--- src/rtl/muldiv_pkg.sv ---
package muldiv_pkg;
  localparam int unsigned ADDR_W = 3;

  localparam logic [ADDR_W-1:0] OFS_CTRL = 3'd0;
  localparam logic [ADDR_W-1:0] OFS_A_LO = 3'd1;
  localparam logic [ADDR_W-1:0] OFS_A_HI = 3'd2;
  localparam logic [ADDR_W-1:0] OFS_B_LO = 3'd3;
  localparam logic [ADDR_W-1:0] OFS_B_HI = 3'd4;
  localparam logic [ADDR_W-1:0] OFS_STAT = 3'd5;

  localparam logic [1:0] SEL_MUL = 2'd0;
  localparam logic [1:0] SEL_DIV = 2'd1;
endpackage

--- src/rtl/muldiv_divider.sv ---
module muldiv_divider #(
  parameter int unsigned W = 16
) (
  input  logic         clk,
  input  logic         rst_n,
  input  logic         start_i,
  input  logic [W-1:0] dividend_i,
  input  logic [W-1:0] divisor_i,
  output logic         busy_o,
  output logic         done_o,
  output logic [W-1:0] quot_o,
  output logic [W-1:0] rem_o
);
  localparam int unsigned CW = $clog2(W);
  localparam logic [CW-1:0] LAST = CW'(W - 1);

  logic [W-1:0]  den_q, rem_q, quo_q;
  logic          neg_q;
  logic [CW-1:0] cnt_q;

  logic [W:0]    rem_sh;
  logic [W+1:0]  diff;
  logic          fits;
  logic [W-1:0]  rem_n, quo_n;

  // one restoring step: shift in the next dividend bit, try subtracting
  always_comb begin
    rem_sh = {rem_q, quo_q[W-1]};
    diff   = {1'b0, rem_sh} - {2'b00, den_q};
    fits   = ~diff[W+1];
    rem_n  = fits ? diff[W-1:0] : rem_sh[W-1:0];
    quo_n  = {quo_q[W-2:0], fits};
  end

  always_ff @(posedge clk or negedge rst_n) begin
    if (!rst_n) begin
      den_q  <= '0;
      rem_q  <= '0;
      quo_q  <= '0;
      neg_q  <= 1'b0;
      cnt_q  <= '0;
      busy_o <= 1'b0;
      done_o <= 1'b0;
      quot_o <= '0;
      rem_o  <= '0;
    end else begin
      done_o <= 1'b0;
      if (busy_o) begin
        rem_q <= rem_n;
        quo_q <= quo_n;
        cnt_q <= cnt_q + 1'b1;
        if (cnt_q == LAST) begin
          busy_o <= 1'b0;
          done_o <= 1'b1;
          quot_o <= neg_q ? (~quo_n + 1'b1) : quo_n;
          rem_o  <= neg_q ? (~rem_n + 1'b1) : rem_n;
        end
      end else if (start_i) begin
        den_q  <= divisor_i;
        rem_q  <= '0;
        quo_q  <= dividend_i[W-1] ? (~dividend_i + 1'b1) : dividend_i;
        neg_q  <= dividend_i[W-1];
        cnt_q  <= '0;
        busy_o <= 1'b1;
      end
    end
  end

  p_start_sets_busy_r5: assert property (@(posedge clk) disable iff (!rst_n)
    (start_i && !busy_o) |=> busy_o);
  p_done_single_r5: assert property (@(posedge clk) disable iff (!rst_n)
    done_o |=> !done_o);
  p_done_after_busy_r5: assert property (@(posedge clk) disable iff (!rst_n)
    done_o |-> (!busy_o && $past(busy_o)));
endmodule

--- src/rtl/muldiv_mac.sv ---
module muldiv_mac #(
  parameter int unsigned OPW  = 16,
  parameter int unsigned ACCW = 40
) (
  input  logic [OPW-1:0]  a_i,
  input  logic [OPW-1:0]  b_i,
  input  logic [ACCW-1:0] acc_i,
  output logic [ACCW-1:0] prod_o,
  output logic [ACCW-1:0] sum_o,
  output logic            ovf_o
);
  localparam int unsigned PW = 2 * OPW;

  logic signed [PW-1:0] prod;
  logic [ACCW:0]        wide;

  always_comb begin
    prod   = $signed(a_i) * $signed(b_i);
    prod_o = {{(ACCW-PW){prod[PW-1]}}, prod};
    // one spare bit catches both wrap past the top and a negative sum
    wide   = {1'b0, acc_i} + {prod_o[ACCW-1], prod_o};
    sum_o  = wide[ACCW-1:0];
    ovf_o  = wide[ACCW];
  end
endmodule

--- src/rtl/muldiv_acc.sv ---
module muldiv_acc
  import muldiv_pkg::*;
#(
  parameter int unsigned OPW  = 16,
  parameter int unsigned ACCW = 40
) (
  input  logic              clk,
  input  logic              rst_n,
  input  logic              wr_en,
  input  logic [ADDR_W-1:0] wr_addr,
  input  logic [7:0]        wr_data,
  input  logic [ADDR_W-1:0] rd_addr,
  output logic [7:0]        rd_data
);
  localparam int unsigned HB = OPW / 2;
  localparam int unsigned NB = ACCW / 8;

  logic [1:0]      sel_q;
  logic [OPW-1:0]  a_q, b_q, b_full;
  logic [ACCW-1:0] res_q;
  logic            ovf_q;

  logic            div_busy, div_done, busy, launch;
  logic [OPW-1:0]  div_q, div_r;
  logic [ACCW-1:0] mac_prod, mac_sum;
  logic            mac_ovf;

  assign busy   = div_busy | div_done;
  assign b_full = {wr_data, b_q[HB-1:0]};
  assign launch = wr_en && (wr_addr == OFS_B_HI) && !busy;

  muldiv_mac #(.OPW(OPW), .ACCW(ACCW)) u_mac (
    .a_i(a_q), .b_i(b_full), .acc_i(res_q),
    .prod_o(mac_prod), .sum_o(mac_sum), .ovf_o(mac_ovf)
  );

  muldiv_divider #(.W(OPW)) u_div (
    .clk(clk), .rst_n(rst_n),
    .start_i(launch && (sel_q == SEL_DIV) && (b_full != '0)),
    .dividend_i(a_q), .divisor_i(b_full),
    .busy_o(div_busy), .done_o(div_done),
    .quot_o(div_q), .rem_o(div_r)
  );

  always_ff @(posedge clk or negedge rst_n) begin
    if (!rst_n) begin
      sel_q <= '0;
      a_q   <= '0;
      b_q   <= '0;
      res_q <= '0;
      ovf_q <= 1'b0;
    end else begin
      if (wr_en) begin
        unique case (wr_addr)
          OFS_CTRL: begin
            sel_q <= wr_data[1:0];
            if (wr_data[1]) res_q <= '0;
          end
          OFS_A_LO: a_q[HB-1:0]   <= wr_data;
          OFS_A_HI: a_q[OPW-1:HB] <= wr_data;
          OFS_B_LO: b_q[HB-1:0]   <= wr_data;
          OFS_B_HI: begin
            if (!launch) begin
              b_q[OPW-1:HB] <= wr_data;
            end else if (sel_q == SEL_MUL) begin
              res_q <= mac_prod;
              b_q   <= '0;
            end else if (sel_q == SEL_DIV) begin
              if (b_full == '0) res_q <= '0;
              a_q <= '0;
              b_q <= '0;
            end else begin
              res_q <= mac_sum;
              ovf_q <= mac_ovf;
              b_q   <= '0;
            end
          end
          default: ;
        endcase
      end
      if (div_done) res_q <= {{(ACCW-2*OPW){1'b0}}, div_r, div_q};
    end
  end

  always_comb begin
    rd_data = 8'h00;
    if (rd_addr < ADDR_W'(NB)) rd_data = res_q[rd_addr*8 +: 8];
    else if (rd_addr == OFS_STAT) rd_data = {ovf_q, 6'b0, busy};
  end

  p_hold_while_busy_r9: assert property (@(posedge clk) disable iff (!rst_n)
    (busy && !div_done && !(wr_en && wr_addr == OFS_CTRL && wr_data[1]))
      |=> $stable(res_q));
  p_mul_keeps_a_r4: assert property (@(posedge clk) disable iff (!rst_n)
    (launch && sel_q == SEL_MUL) |=> (b_q == '0 && $stable(a_q) && $stable(ovf_q)));
  p_div_zero_r6: assert property (@(posedge clk) disable iff (!rst_n)
    (launch && sel_q == SEL_DIV && b_full == '0) |=> (res_q == '0 && !busy));
  p_ovf_only_mac_r7: assert property (@(posedge clk) disable iff (!rst_n)
    !(launch && sel_q[1]) |=> $stable(ovf_q));
  p_div_clears_ops_r5: assert property (@(posedge clk) disable iff (!rst_n)
    (launch && sel_q == SEL_DIV) |=> (a_q == '0 && b_q == '0));
  always_comb begin
    if (rst_n && rd_addr == OFS_STAT)
      a_stat_zero_r8: assert (rd_data[6:1] == 6'b0);
  end
endmodule

--- config.mk ---
export PLATFORM = sky130hd
export DESIGN_NAME = muldiv_acc
export DESIGN_NICKNAME = d
export VERILOG_FILES = /design/src/rtl/muldiv_pkg.sv /design/src/rtl/muldiv_divider.sv /design/src/rtl/muldiv_mac.sv /design/src/rtl/muldiv_acc.sv
export SDC_FILE = /design/constraint.sdc
export NUM_CORES = 1
export LEC_CHECK = 0
export BUFFER_PORTS_ARGS = -buffer_cell sky130_fd_sc_hd__clkbuf_2
export CORE_UTILIZATION = 45
export CTS_CLUSTER_SIZE = 40
export DETAILED_ROUTE_END_ITERATION = 8
export PLACE_DENSITY = 0.68
export SETUP_SLACK_MARGIN = 0.1
export SLEW_MARGIN = 20
export SYNTH_ARGS = -nofsm -noshare
export SYNTH_HDL_FRONTEND = slang
export SYNTH_SLANG_ARGS = --single-unit
--- constraint.sdc ---
create_clock -name clk -period 25.9 [get_ports clk]
set_input_delay 1.295 -clock clk [delete_from_list [all_inputs] [get_ports clk]]
set_output_delay 1.295 -clock clk [all_outputs]
set_load 0.05 [all_outputs]
# After elaboration in Yosys (flattened, before gate mapping)
# Cells that the tools add are included.
[totals]
register_bits = 154
inputBits = 17
out_inout_bits = 8
word_cells = 100
[classes]
add_sub_neg = 6
n_mul = 1
magnitude_cmp = 1
n_eq_ne = 13
shift = 1
mux = 32
bitwise_logic = 8
reduce_logical = 23
[op_table]
columns = ["cell", "n"]
rows = [
  ["$mux 40", 7],
  ["$mux 16", 11],
  ["$pmux 40 s2", 1],
  ["$add 16x1->16 const B", 3],
  ["$not 16->16", 3],
  ["$pmux 8 s2", 3],
  ["$add 40x41->41", 1],
  ["$shiftx 40x7->8", 1],
  ["$mul 16x16->32", 1],
  ["$mux 8", 3],
  ["$reduce_and 5->1", 4],
  ["$sub 17x16->18", 1],
  ["$logic_not 16->1", 1],
  ["$reduce_bool 16->1", 1],
  ["$reduce_bool 2->1", 5],
  ["$mux 4", 2],
  ["$eq 3x2->1 const B", 2],
  ["$eq 3x3->1 const B", 2],
  ["$ne 3x2->1 const B", 2],
  ["$reduce_and 2->1", 3],
  ["$mux 1", 5],
  ["$ne 5x3->1 const B", 1],
  ["$add 4x1->4 const B", 1],
  ["$eq 4x4->1 const B", 1],
  ["other kinds (13)", 20],
]

# Depth between registers and ports, before layout
# Gate-level depths: netlist of run 1.
[logic_depth]
depth_word = 8
depth_mapped = 37
mapped_depth_nobuf = 33

# Modules after synthesis
# Synthesis of run 1 repeated with hierarchy kept, for this count alone.
[unflattened]
hier_cells = 2388
hier_area_um2 = 21490.6
[modules_own_cells]
columns = ["mod", "instances", "cells_each", "area_per_inst_um2", "seq_area_each_um2"]
rows = [
  ["muldiv_mac", 1, 1374, 11945.2, 0.0],
  ["muldiv_divider", 1, 628, 5425.2, 2177.1],
  ["muldiv_acc", 1, 386, 4120.2, 1676.6],
]

# Worst setup path after synthesis of run 1
# Ideal clock, no wire load.
[synth_timing]
path_type = "input -> register"
from = "input port wr_data[0]"
to = "register res_q[36]"
setup_ns = 0.133
arrival_ns = 9.284
t_required_ns = 25.767
path_slack_ns = 16.483
cell_stages = 35
n_path_buf = 3
path_cell_list = "clkbuf_1 clkbuf_1 nand2_1 fa_1 inv_1 fa_1 inv_1 fa_1 inv_1 fa_1 fa_1 inv_1 fa_1 inv_1 ha_1 and3_1 nand3_1 a211o_1 a31o_2 nor2b_1 o21ai_0 nor4_1 nor3_1 xor2_1 ha_1 clkbuf_1 and3_1 a311oi_1 a21oi_1 a21o_1 o41ai_1 nor3_1 a2111oi_1 xor2_1 o21ai_0"
[synth_between]
elab_chain_cells = 8
elab_cells_between_ends = 11
classes_between = "1 x add/sub; 1 x mul; 1 x eq/ne; 6 x mux; 2 x reduce/logical"
[synth_rtl]
columns = ["element", "line_no", "rtl"]
rows = [
  ["start: declaration", "muldiv_acc.sv:11", "input logic [7:0] wr_data,"],
  ["$mul 16x16->32", "muldiv_mac.sv:18", "prod = $signed(a_i) * $signed(b_i);"],
  ["$add 40x41->41", "muldiv_mac.sv:21", "wide = {1'b0, acc_i} + {prod_o[ACCW-1], prod_o};"],
  ["$mux 40", "muldiv_acc.sv:68", "end else if (sel_q == SEL_DIV) begin"],
  ["$mux 40", "muldiv_acc.sv:65", "end else if (sel_q == SEL_MUL) begin"],
  ["$mux 40", "muldiv_acc.sv:63", "if (!launch) begin"],
  ["$pmux 40 s2", "muldiv_acc.sv:54", "unique case (wr_addr)"],
  ["$mux 40", "muldiv_acc.sv:53", "if (wr_en) begin"],
  ["$mux 40", "muldiv_acc.sv:81", "if (div_done) res_q <= {{(ACCW-2*OPW){1'b0}}, div_r, div_q};"],
  ["end signal: assignment", "muldiv_acc.sv:66", "res_q <= mac_prod;"],
  ["end signal: assignment", "muldiv_acc.sv:73", "res_q <= mac_sum;"],
  ["end signal: assignment", "muldiv_acc.sv:81", ""],
  ["end: declaration", "muldiv_acc.sv:20", "logic [ACCW-1:0] res_q;"],
]
# Parallel ways exist; a longest one is shown, timed or not. The select of a mux whose other input is x is not followed.
# A chain may end at the register's enable or synchronous reset.

# Worst setup path in the final report of run 1
[layout_timing]
from = "input port wr_data[7]"
to = "register res_q[36]"
# Same word-level chain as after synthesis.

==> impl_metrics.csv, run 1 <==
group,metric,value,unit
status,status,"finished clean",
layout,utilization,0.483,
synthesis,yosysMostFrequentCell,"inv_1",
detailed_routing,drt_iter0_markers,1329,
global_route,gr-usage-met3,0.0420,
timing,rsz0062_at_grt,"false",
synthesis,synthAdderAreaFrac,0.342,
global_route,grt_pass1_vias,16946,
synthesis,netlist_top_cells_count,"336 x inv_1, 316 x nand2_1, 264 x fa_1",
timing,fmax,0.101,GHz
timing,post-route-min-period,9850,ps
timing,finalWorstSetupSlack,16050,ps
synthesis,synth_cell_type_count,69,
synthesis,syn_nets,2791,
layout,finalNetCount,2733,
synthesis,yosys-top-cells-area,"fa_1 25%, dfrtp_1 19%, ha_1 8.7%, inv_1 6.1%, nand2_1 5.7%",
placement,place.gp.congestion,0.972,
run,drv_cap,0,
synthesis,yosysSeqAreaShare,0.186,
synthesis,synth_compound_area_frac,0.134,
critical_path,crit_fanout,15,
critical_path,crit_end,"res_q[36]$_DFFE_PN0P_",
synthesis,yosysWarnings,0,
clock_tree,cts_tree,"built",
die,core_area,45400,sq um
timing,slew_headroom,0.280,
synthesis,synth-edff-count,0,
die,dieWidth,217,microns
critical_path,reg2reg_slack,16380,ps
critical_path,crit_slowest_cell,"inv_1",
die,die_y,217,microns
critical_path,crit_start,"wr_data[7]",
synthesis,yosys.area_share.xor_xnor,0.0511,
clock_tree,post_cts_buffers,0,
global_route,grtUsageMet1,0.343,
synthesis,synth_top_family_by_area,"adder cells",
synthesis,synthMuxAreaShare,0.0389,
placement,dp_hpwl,44200,microns
synthesis,synthesis.instances,2366,
global_route,top_usage_layer,"met2",
die,num_rows,78,
timing,fin_hold_ws,485,ps
clock_tree,cts_made_buffers,17,
detailed_routing,wire_per_inst,19.5,microns
synthesis,synth_ff_type,"dfrtp_1",
clock_tree,path_clk_slew,70,ps
clock_tree,clock_sinks,154,
critical_path,endpoint_kind,"flip-flop",
global_route,grt-ovfl-total,0,
clock_tree,root_buffer,"clkbuf_16",
timing,fin_tns_setup,0,ps
critical_path,slowest_delay,580,ps
clock_tree,insertion_delay,450,ps
synthesis,avgSynthCellArea,8.77,sq um
timing,finalSetupViolCount,0,
global_route,grt.total_usage,0.249,
critical_path,critPathLaunchType,"input port",
timing,tightest_slew,1080,ps
critical_path,cp.arrival,10160,ps
synthesis,yosys_register_bits,154,
clock_tree,cts_resized,0,
timing,slew_violations,0,
critical_path,required,26200,ps
global_route,antenna_found_initial,1,
detailed_routing,drt_pass1_iterations,5,
clock_tree,h-tree-depth,4,
placement,numPortBuffers,24,
timing,period_share,0.380,
synthesis,yosysTopAreaCell,"fa_1",
global_route,grt_max_degree,91,
synthesis,synthSimpleGateAreaFrac,0.165,
layout,synthToLayoutAreaGrowth,5.62,%
critical_path,crit-reg2reg-launch,"a_q[9]$_DFFE_PN0P_",
detailed_routing,via_per_inst,5.71,
detailed_routing,wirelength,56900,microns
critical_path,r2r_end,"res_q[36]$_DFFE_PN0P_",
placement,place_ws,15750,ps
hold_path,hp-start,"u_div.rem_o[4]$_DFFE_PN0P_",
die,dieArea,47000,sq um
clock_tree,clock_path_buffers,2,
synthesis,synth-async-reset-ratio,1.00,
synthesis,synth_area,20700,sq um
die,initial_core_util,0.457,
die,io_pins,25,
detailed_routing,vias,16702,
layout,drive_gt1_frac,0.0577,
detailed_routing,drt.antenna.violating_nets,0,
hold_path,hold_path.class,"flip-flop to flip-flop",
global_route,grt_pass1_wl,92000,microns
detailed_routing,drc,0,
synthesis,synth_top_cell_area_share,0.255,
critical_path,path_class,"input port to flip-flop",
timing,skew,15.0,ps
critical_path,path_common_cell,"fa_1",
critical_path,r2r_cells,30,
timing,hold_violations,0,
clock_tree,hold_buffers,0,
global_route,met2_usage,0.399,
## per-stage QoR
stage	cells	instance area (sq um)
floorplan	2366	20700
global placement	2889	21300
detailed placement	2889	21300
CTS	2921	21900
global route	2921	21900
finish	2923	21900
## metal layers
metal	vias up	wire length [microns]
met5	-	0
met4	0	1660
met3	102	3610
met2	544	26500
met1	8439	25100
li1	7617	-
## critical path, delay by kind of cell
family / cells / cell delay (ps)
adders and majority gates: 8 / 3700
AOI/OAI and AO/OA: 9 / 2550
and+or+nand+nor: 8 / 1250
buffers and inverters: 4 / 820
xor gates and xnor gates: 2 / 520
## cell usage in the layout (no fill, tap or decap), types with 18 or more instances in the layout
| cell type | n |
|---|---|
| mux2i_1 | 21 |
| nor2_1 | 89 |
| xnor2_1 | 74 |
| ha_1 | 144 |
| nor3_1 | 29 |
| nand2b_1 | 23 |
| nand3_1 | 31 |
| buf_4 | 20 |
| a22oi_1 | 23 |
| mux2_2 | 37 |
| a21o_1 | 24 |
| xor2_1 | 47 |
| o21ai_0 | 162 |
| clkbuf_2 | 23 |
| dfrtp_1 | 154 |
| fa_1 | 264 |
| a21oi_1 | 97 |
| inv_1 | 336 |
| a211oi_1 | 18 |
| and2_1 | 138 |
| nand2_1 | 316 |
## cell type report
type / instances / area, sq um
clock inverters: 14 / 153
fillers: 4334 / 23500
multi-input cells: 1754 / 15200
clock buffers: 18 / 429
well taps: 600 / 751
repair buffers: 44 / 277
flip-flops and latches: 154 / 3850
diodes: 2 / 5.00
inverters: 337 / 1270
## sequential cells by signal, summed over array words and instances (netlist names)
register      count
sel_q             2
u_div.cnt_q       4
u_div.done_o      1
u_div.quot_o     16
u_div.quo_q      16
a_q              16
ovf_q             1
u_div.neg_q       1
b_q               8
u_div.busy_o      1
res_q            40
u_div.rem_o      16
u_div.den_q      16
u_div.rem_q      16
## worst min path at each step
stage                     depth (start not counted)                          end
after floorplan                                   2            ovf_q$_DFFE_PN0P_
after global placement                            2  u_div.rem_o[12]$_DFFE_PN0P_
after detailed placement                          2   u_div.rem_o[4]$_DFFE_PN0P_
after CTS                                         2   u_div.rem_o[4]$_DFFE_PN0P_
after global routing                              2   u_div.rem_o[2]$_DFFE_PN0P_
final                                             2   u_div.rem_o[4]$_DFFE_PN0P_
## logic make-up after synthesis
family | count (synthesis)
and+or+nand+nor | 714
buffers and inverters | 458
AOI/OAI and AO/OA | 445
adders and majority gates | 408
DFF | 154
xor gates and xnor gates | 121
muxes | 66
Power of run 1 is left out: the tool's default activity adds up to more than one toggle a clock period on the data nets, which glitch-free logic cannot reach.
==> inputs of run 2 (changes only) <==
Settings changed: PLACE_DENSITY 0.68 to 0.7.
Clock period 25.9 ns to 9.05 ns, I/O delays scaled along.
==> impl_metrics.csv, run 2 (synthesis results as in run 1) <==
group,metric,value,unit
clock_tree,insertion_delay,450,ps
die,initial_core_util,0.457,
critical_path,cp.arrival,8890,ps
critical_path,crit_fanout,7,
critical_path,reg2reg_slack,440,ps
layout,final_cell_area,22300,sq um
timing,post-route-min-period,8610,ps
placement,numPortBuffers,24,
critical_path,endpoint_kind,"flip-flop",
layout,utilization,0.492,
clock_tree,root_buffer,"clkbuf_16",
detailed_routing,wire_per_inst,19.9,microns
global_route,antenna_found_initial,2,
critical_path,critPathLaunchType,"flip-flop",
critical_path,slowest_delay,570,ps
global_route,grt_max_degree,66,
hold_path,hp-start,"wr_addr[0]",
detailed_routing,drt_iter0_markers,1421,
timing,finalSetupViolCount,0,
die,num_rows,78,
clock_tree,clock_sinks,154,
layout,regMostFlops,"res_q",
critical_path,crit_slowest_cell,"fa_1",
die,die_y,217,microns
critical_path,required,9340,ps
critical_path,r2r_cells,32,
layout,largest_register_ffs,40,
clock_tree,path_clk_slew,90,ps
critical_path,r2r_end,"res_q[36]$_DFFE_PN0P_",
detailed_routing,via_per_inst,5.70,
global_route,grt_pass1_vias,17424,
timing,fin_tns_setup,0,ps
timing,hold_violations,0,
detailed_routing,drc,0,
hold_path,holdPathStages,3,
timing,slew_headroom,0.387,
clock_tree,cts_made_buffers,17,
placement,dp_hpwl,46700,microns
die,dieWidth,217,microns
timing,period_share,0.951,
global_route,grt.total_usage,0.260,
timing,slew_violations,0,
die,dieArea,47000,sq um
die,io_pins,25,
critical_path,path_class,"flip-flop to flip-flop",
timing,tightest_slew,919,ps
hold_path,hold_end,"sel_q[1]$_DFFE_PN0P_",
timing,rsz0062_at_grt,"true",
die,core_area,45400,sq um
critical_path,crit-reg2reg-launch,"b_q[4]$_DFFE_PN0P_",
placement,place.gp.congestion,0.937,
status,status,"finished clean",
layout,drive_gt1_frac,0.0859,
clock_tree,cts_tree,"built",
run,drv_cap,0,
layout,final_common_cell,"inv_1",
timing,fmax,0.116,GHz
global_route,grt-ovfl-total,0,
clock_tree,h-tree-depth,4,
critical_path,path_common_cell,"fa_1",
detailed_routing,wirelength,59000,microns
layout,synthToLayoutAreaGrowth,7.71,%
hold_path,hold_path.class,"input port to flip-flop",
detailed_routing,vias,16882,
detailed_routing,drt.antenna.violating_nets,0,
global_route,grt_pass1_wl,95800,microns
timing,skew,21.0,ps
detailed_routing,drt_pass1_iterations,5,
layout,final_cell_mix,"336 x inv_1, 316 x nand2_1, 263 x fa_1",
placement,placed_area,21600,sq um
clock_tree,clock_path_buffers,2,
layout,finalNetCount,2775,
run 2: changes by cell type in the layout (fill, tap and decap cells not counted), moves of 3 or more:
cell and change:
dfrtp_1 -15, xnor2_1 -3, o21ai_1 +3, clkinv_8 +4
buf_4 +39, dfrtp_2 +15, clkinv_4 -3, xnor2_2 +3
o21ai_0 -3, inv_6 -4, inv_8 +4
run 2: stage by stage:
stage,std cells,hold WS (ps),worst slack (ps)
finish,2964,417,444
detailed placement,2929,434,59.3
global placement,2929,434,99.8
floorplan,2366,157,475
global route,2963,427,94.5
CTS,2962,405,120
run 2: cell type report:
type	count	area, sq um
antenna	1	2.50
tap	600	751
fill	4203	23000
sequential	154	3870
inverter	337	1270
timing repair buffer	86	611
clock inverter	15	179
multi-input combinational	1754	15200
clock buffer	17	425
run 2: worst max path at each step:
stage,from,end,slack (ps),depth (start not counted)
3_3_place_gp,wr_data[1],res_q[39]$_DFFE_PN0P_,100,35
4_1_cts,b_q[1]$_DFFE_PN0P_,res_q[36]$_DFFE_PN0P_,120,32
5_1_grt,b_q[2]$_DFFE_PN0P_,res_q[31]$_DFFE_PN0P_,90,29
3_5_place_dp,wr_data[1],res_q[36]$_DFFE_PN0P_,60,34
6_report,b_q[4]$_DFFE_PN0P_,res_q[36]$_DFFE_PN0P_,440,32
2_1_floorplan,wr_data[0],res_q[36]$_DFFE_PN0P_,480,35
run 2: repair_timing:
item	in CTS	in global routing
endpoints found under the hold margin	49	0
setup endpoints to repair	0	8
buffers inserted	0	1
gates resized for setup	0	32
hold buffers	1	0
run 2: critical path: cells and delay by family (launching register included):
kind,cells,cell delay (ps)
flip-flops,1,490
AO/OA/AOI/OAI,9,2050
adder cells (fa/ha/maj),8,3780
buffers and inverters,6,640
AND/OR/NAND/NOR,7,1030
XOR/XNOR,2,450
run 2: metal layers:
layer | up-vias | track usage | routed length [microns]
li1 | 7727 | - | -
met1 | 8435 | 0.354 | 25500
met2 | 613 | 0.425 | 27900
met3 | 105 | 0.0390 | 3850
met4 | 2 | 0.0831 | 1690
met5 | - | 0 | 13
Power of run 2 is left out for the same reason.
==> inputs of run 3 (changes only) <==
Settings changed: PLACE_DENSITY 0.7 to 0.69.
==> impl_metrics.csv, run 3 (synthesis results as in run 1) <==
group,metric,value,unit
die,dieWidth,217,microns
detailed_routing,drc,0,
critical_path,crit_start,"b_q[2]$_DFFE_PN0P_",
detailed_routing,drt_iter0_markers,1579,
layout,finalNetCount,2778,
timing,skew,10.6,ps
timing,fmax,0.115,GHz
clock_tree,path_clk_slew,70,ps
layout,final_cell_mix,"336 x inv_1, 316 x nand2_1, 264 x fa_1",
timing,hold_violations,0,
global_route,antenna_found_initial,4,
layout,largest_register_ffs,40,
run,drv_cap,0,
global_route,grt_pass1_wl,94300,microns
timing,finalWorstSetupSlack,366,ps
critical_path,cp.arrival,9000,ps
layout,final_common_cell,"inv_1",
clock_tree,insertion_delay,440,ps
critical_path,crit_fanout,15,
layout,drive_gt1_frac,0.0845,
clock_tree,cts_made_buffers,17,
critical_path,critPathLaunchType,"flip-flop",
detailed_routing,wire_per_inst,19.7,microns
timing,fin_tns_setup,0,ps
critical_path,path_class,"flip-flop to flip-flop",
layout,regMostFlops,"res_q",
layout,utilization,0.491,
clock_tree,clock_sinks,154,
detailed_routing,drt.antenna.violating_nets,0,
timing,slew_headroom,0.200,
critical_path,crit_slowest_cell,"dfrtp_2",
global_route,grt-ovfl-total,0,
hold_path,hold_path.class,"input port to async pin",
critical_path,slowest_delay,540,ps
critical_path,crit-reg2reg-launch,"b_q[2]$_DFFE_PN0P_",
timing,rsz0062_at_grt,"false",
placement,numPortBuffers,24,
die,die_y,217,microns
global_route,grt_max_degree,89,
placement,place_ws,77.8,ps
clock_tree,clock_path_buffers,2,
timing,post-route-min-period,8680,ps
clock_tree,cts_tree,"built",
global_route,grt_pass1_vias,17219,
layout,layout.cells.non_filler,2969,
status,status,"finished clean",
placement,post-place-cells,2931,
die,initial_core_util,0.457,
critical_path,required,9360,ps
detailed_routing,vias,16880,
critical_path,endpoint_kind,"flip-flop",
timing,finalSetupViolCount,0,
global_route,grt.total_usage,0.259,
placement,place.gp.congestion,0.936,
layout,synthToLayoutAreaGrowth,7.46,%
clock_tree,h-tree-depth,4,
clock_tree,root_buffer,"clkbuf_16",
die,io_pins,25,
detailed_routing,via_per_inst,5.69,
die,num_rows,78,
detailed_routing,wirelength,58600,microns
placement,dp_hpwl,46400,microns
critical_path,path_common_cell,"fa_1",
timing,period_share,0.960,
detailed_routing,drt_pass1_iterations,6,
timing,slew_violations,0,
timing,tightest_slew,1200,ps
die,dieArea,47000,sq um
die,core_area,45400,sq um
-- run 3: metal layers --
layer  track usage  vias up  routed length [microns]  part of all wire
met5             0        -                       13           0.00022
met4        0.0880        2                     2040             0.035
met3        0.0512      127                     4410             0.075
met2         0.414      642                    27000              0.46
met1         0.351     8399                    25100              0.43
li1              -     7710                        -                 -
-- run 3: stage by stage --
| stage | hold WS, ps | area (sq um) |
|---|---|---|
| detailed placement | 472 | 21600 |
| global placement | 465 | 21600 |
| CTS | 103 | 22200 |
| floorplan | 157 | 20700 |
| global route | 129 | 22300 |
| finish | 67.2 | 22300 |
-- run 3: timing repair --
item	4_1_cts	5_1_grt
endpoints found under the setup margin	1	6
gates resized for setup	2	22
buffers inserted	0	3
hold buffers	0	0
pin swaps	0	1
-- run 3: critical path, delay by kind of cell, from the launching register on --
| family | cells | cell delay (ps) |
|---|---|---|
| adders and majority gates | 8 | 3710 |
| AOI/OAI and AO/OA | 15 | 3050 |
| and+or+nand+nor | 4 | 830 |
| DFF | 1 | 540 |
| buffers and inverters | 4 | 230 |
| xor gates and xnor gates | 1 | 180 |
-- run 3: layout make-up --
type / instances / area [sq um]
sequential: 154 / 3870
clock inverter: 13 / 109
tap: 600 / 751
fill: 4290 / 23100
clock buffer: 19 / 443
antenna: 3 / 7.51
inverter: 337 / 1270
multi-input combinational: 1754 / 15200
timing repair buffer: 89 / 626
-- run 3: path summary, 6_finish.rpt --
check | to | slack [ps] | depth (start not counted)
setup / recovery | res_q[39]$_DFFE_PN0P_ | 370 | 32
hold / removal | u_div.rem_q[15]$_DFFE_PN0P_ | 70 | 1
setup reg to reg | res_q[39]$_DFFE_PN0P_ | 370 | 32
hold reg to reg | u_div.quot_o[2]$_DFFE_PN0P_ | 480 | 2
max in group asynchronous | b_q[2]$_DFFE_PN0P_ | 7490 | 2
min in group clk | sel_q[1]$_DFFE_PN0P_ | 440 | 4
Power of run 3 is left out for the same reason.
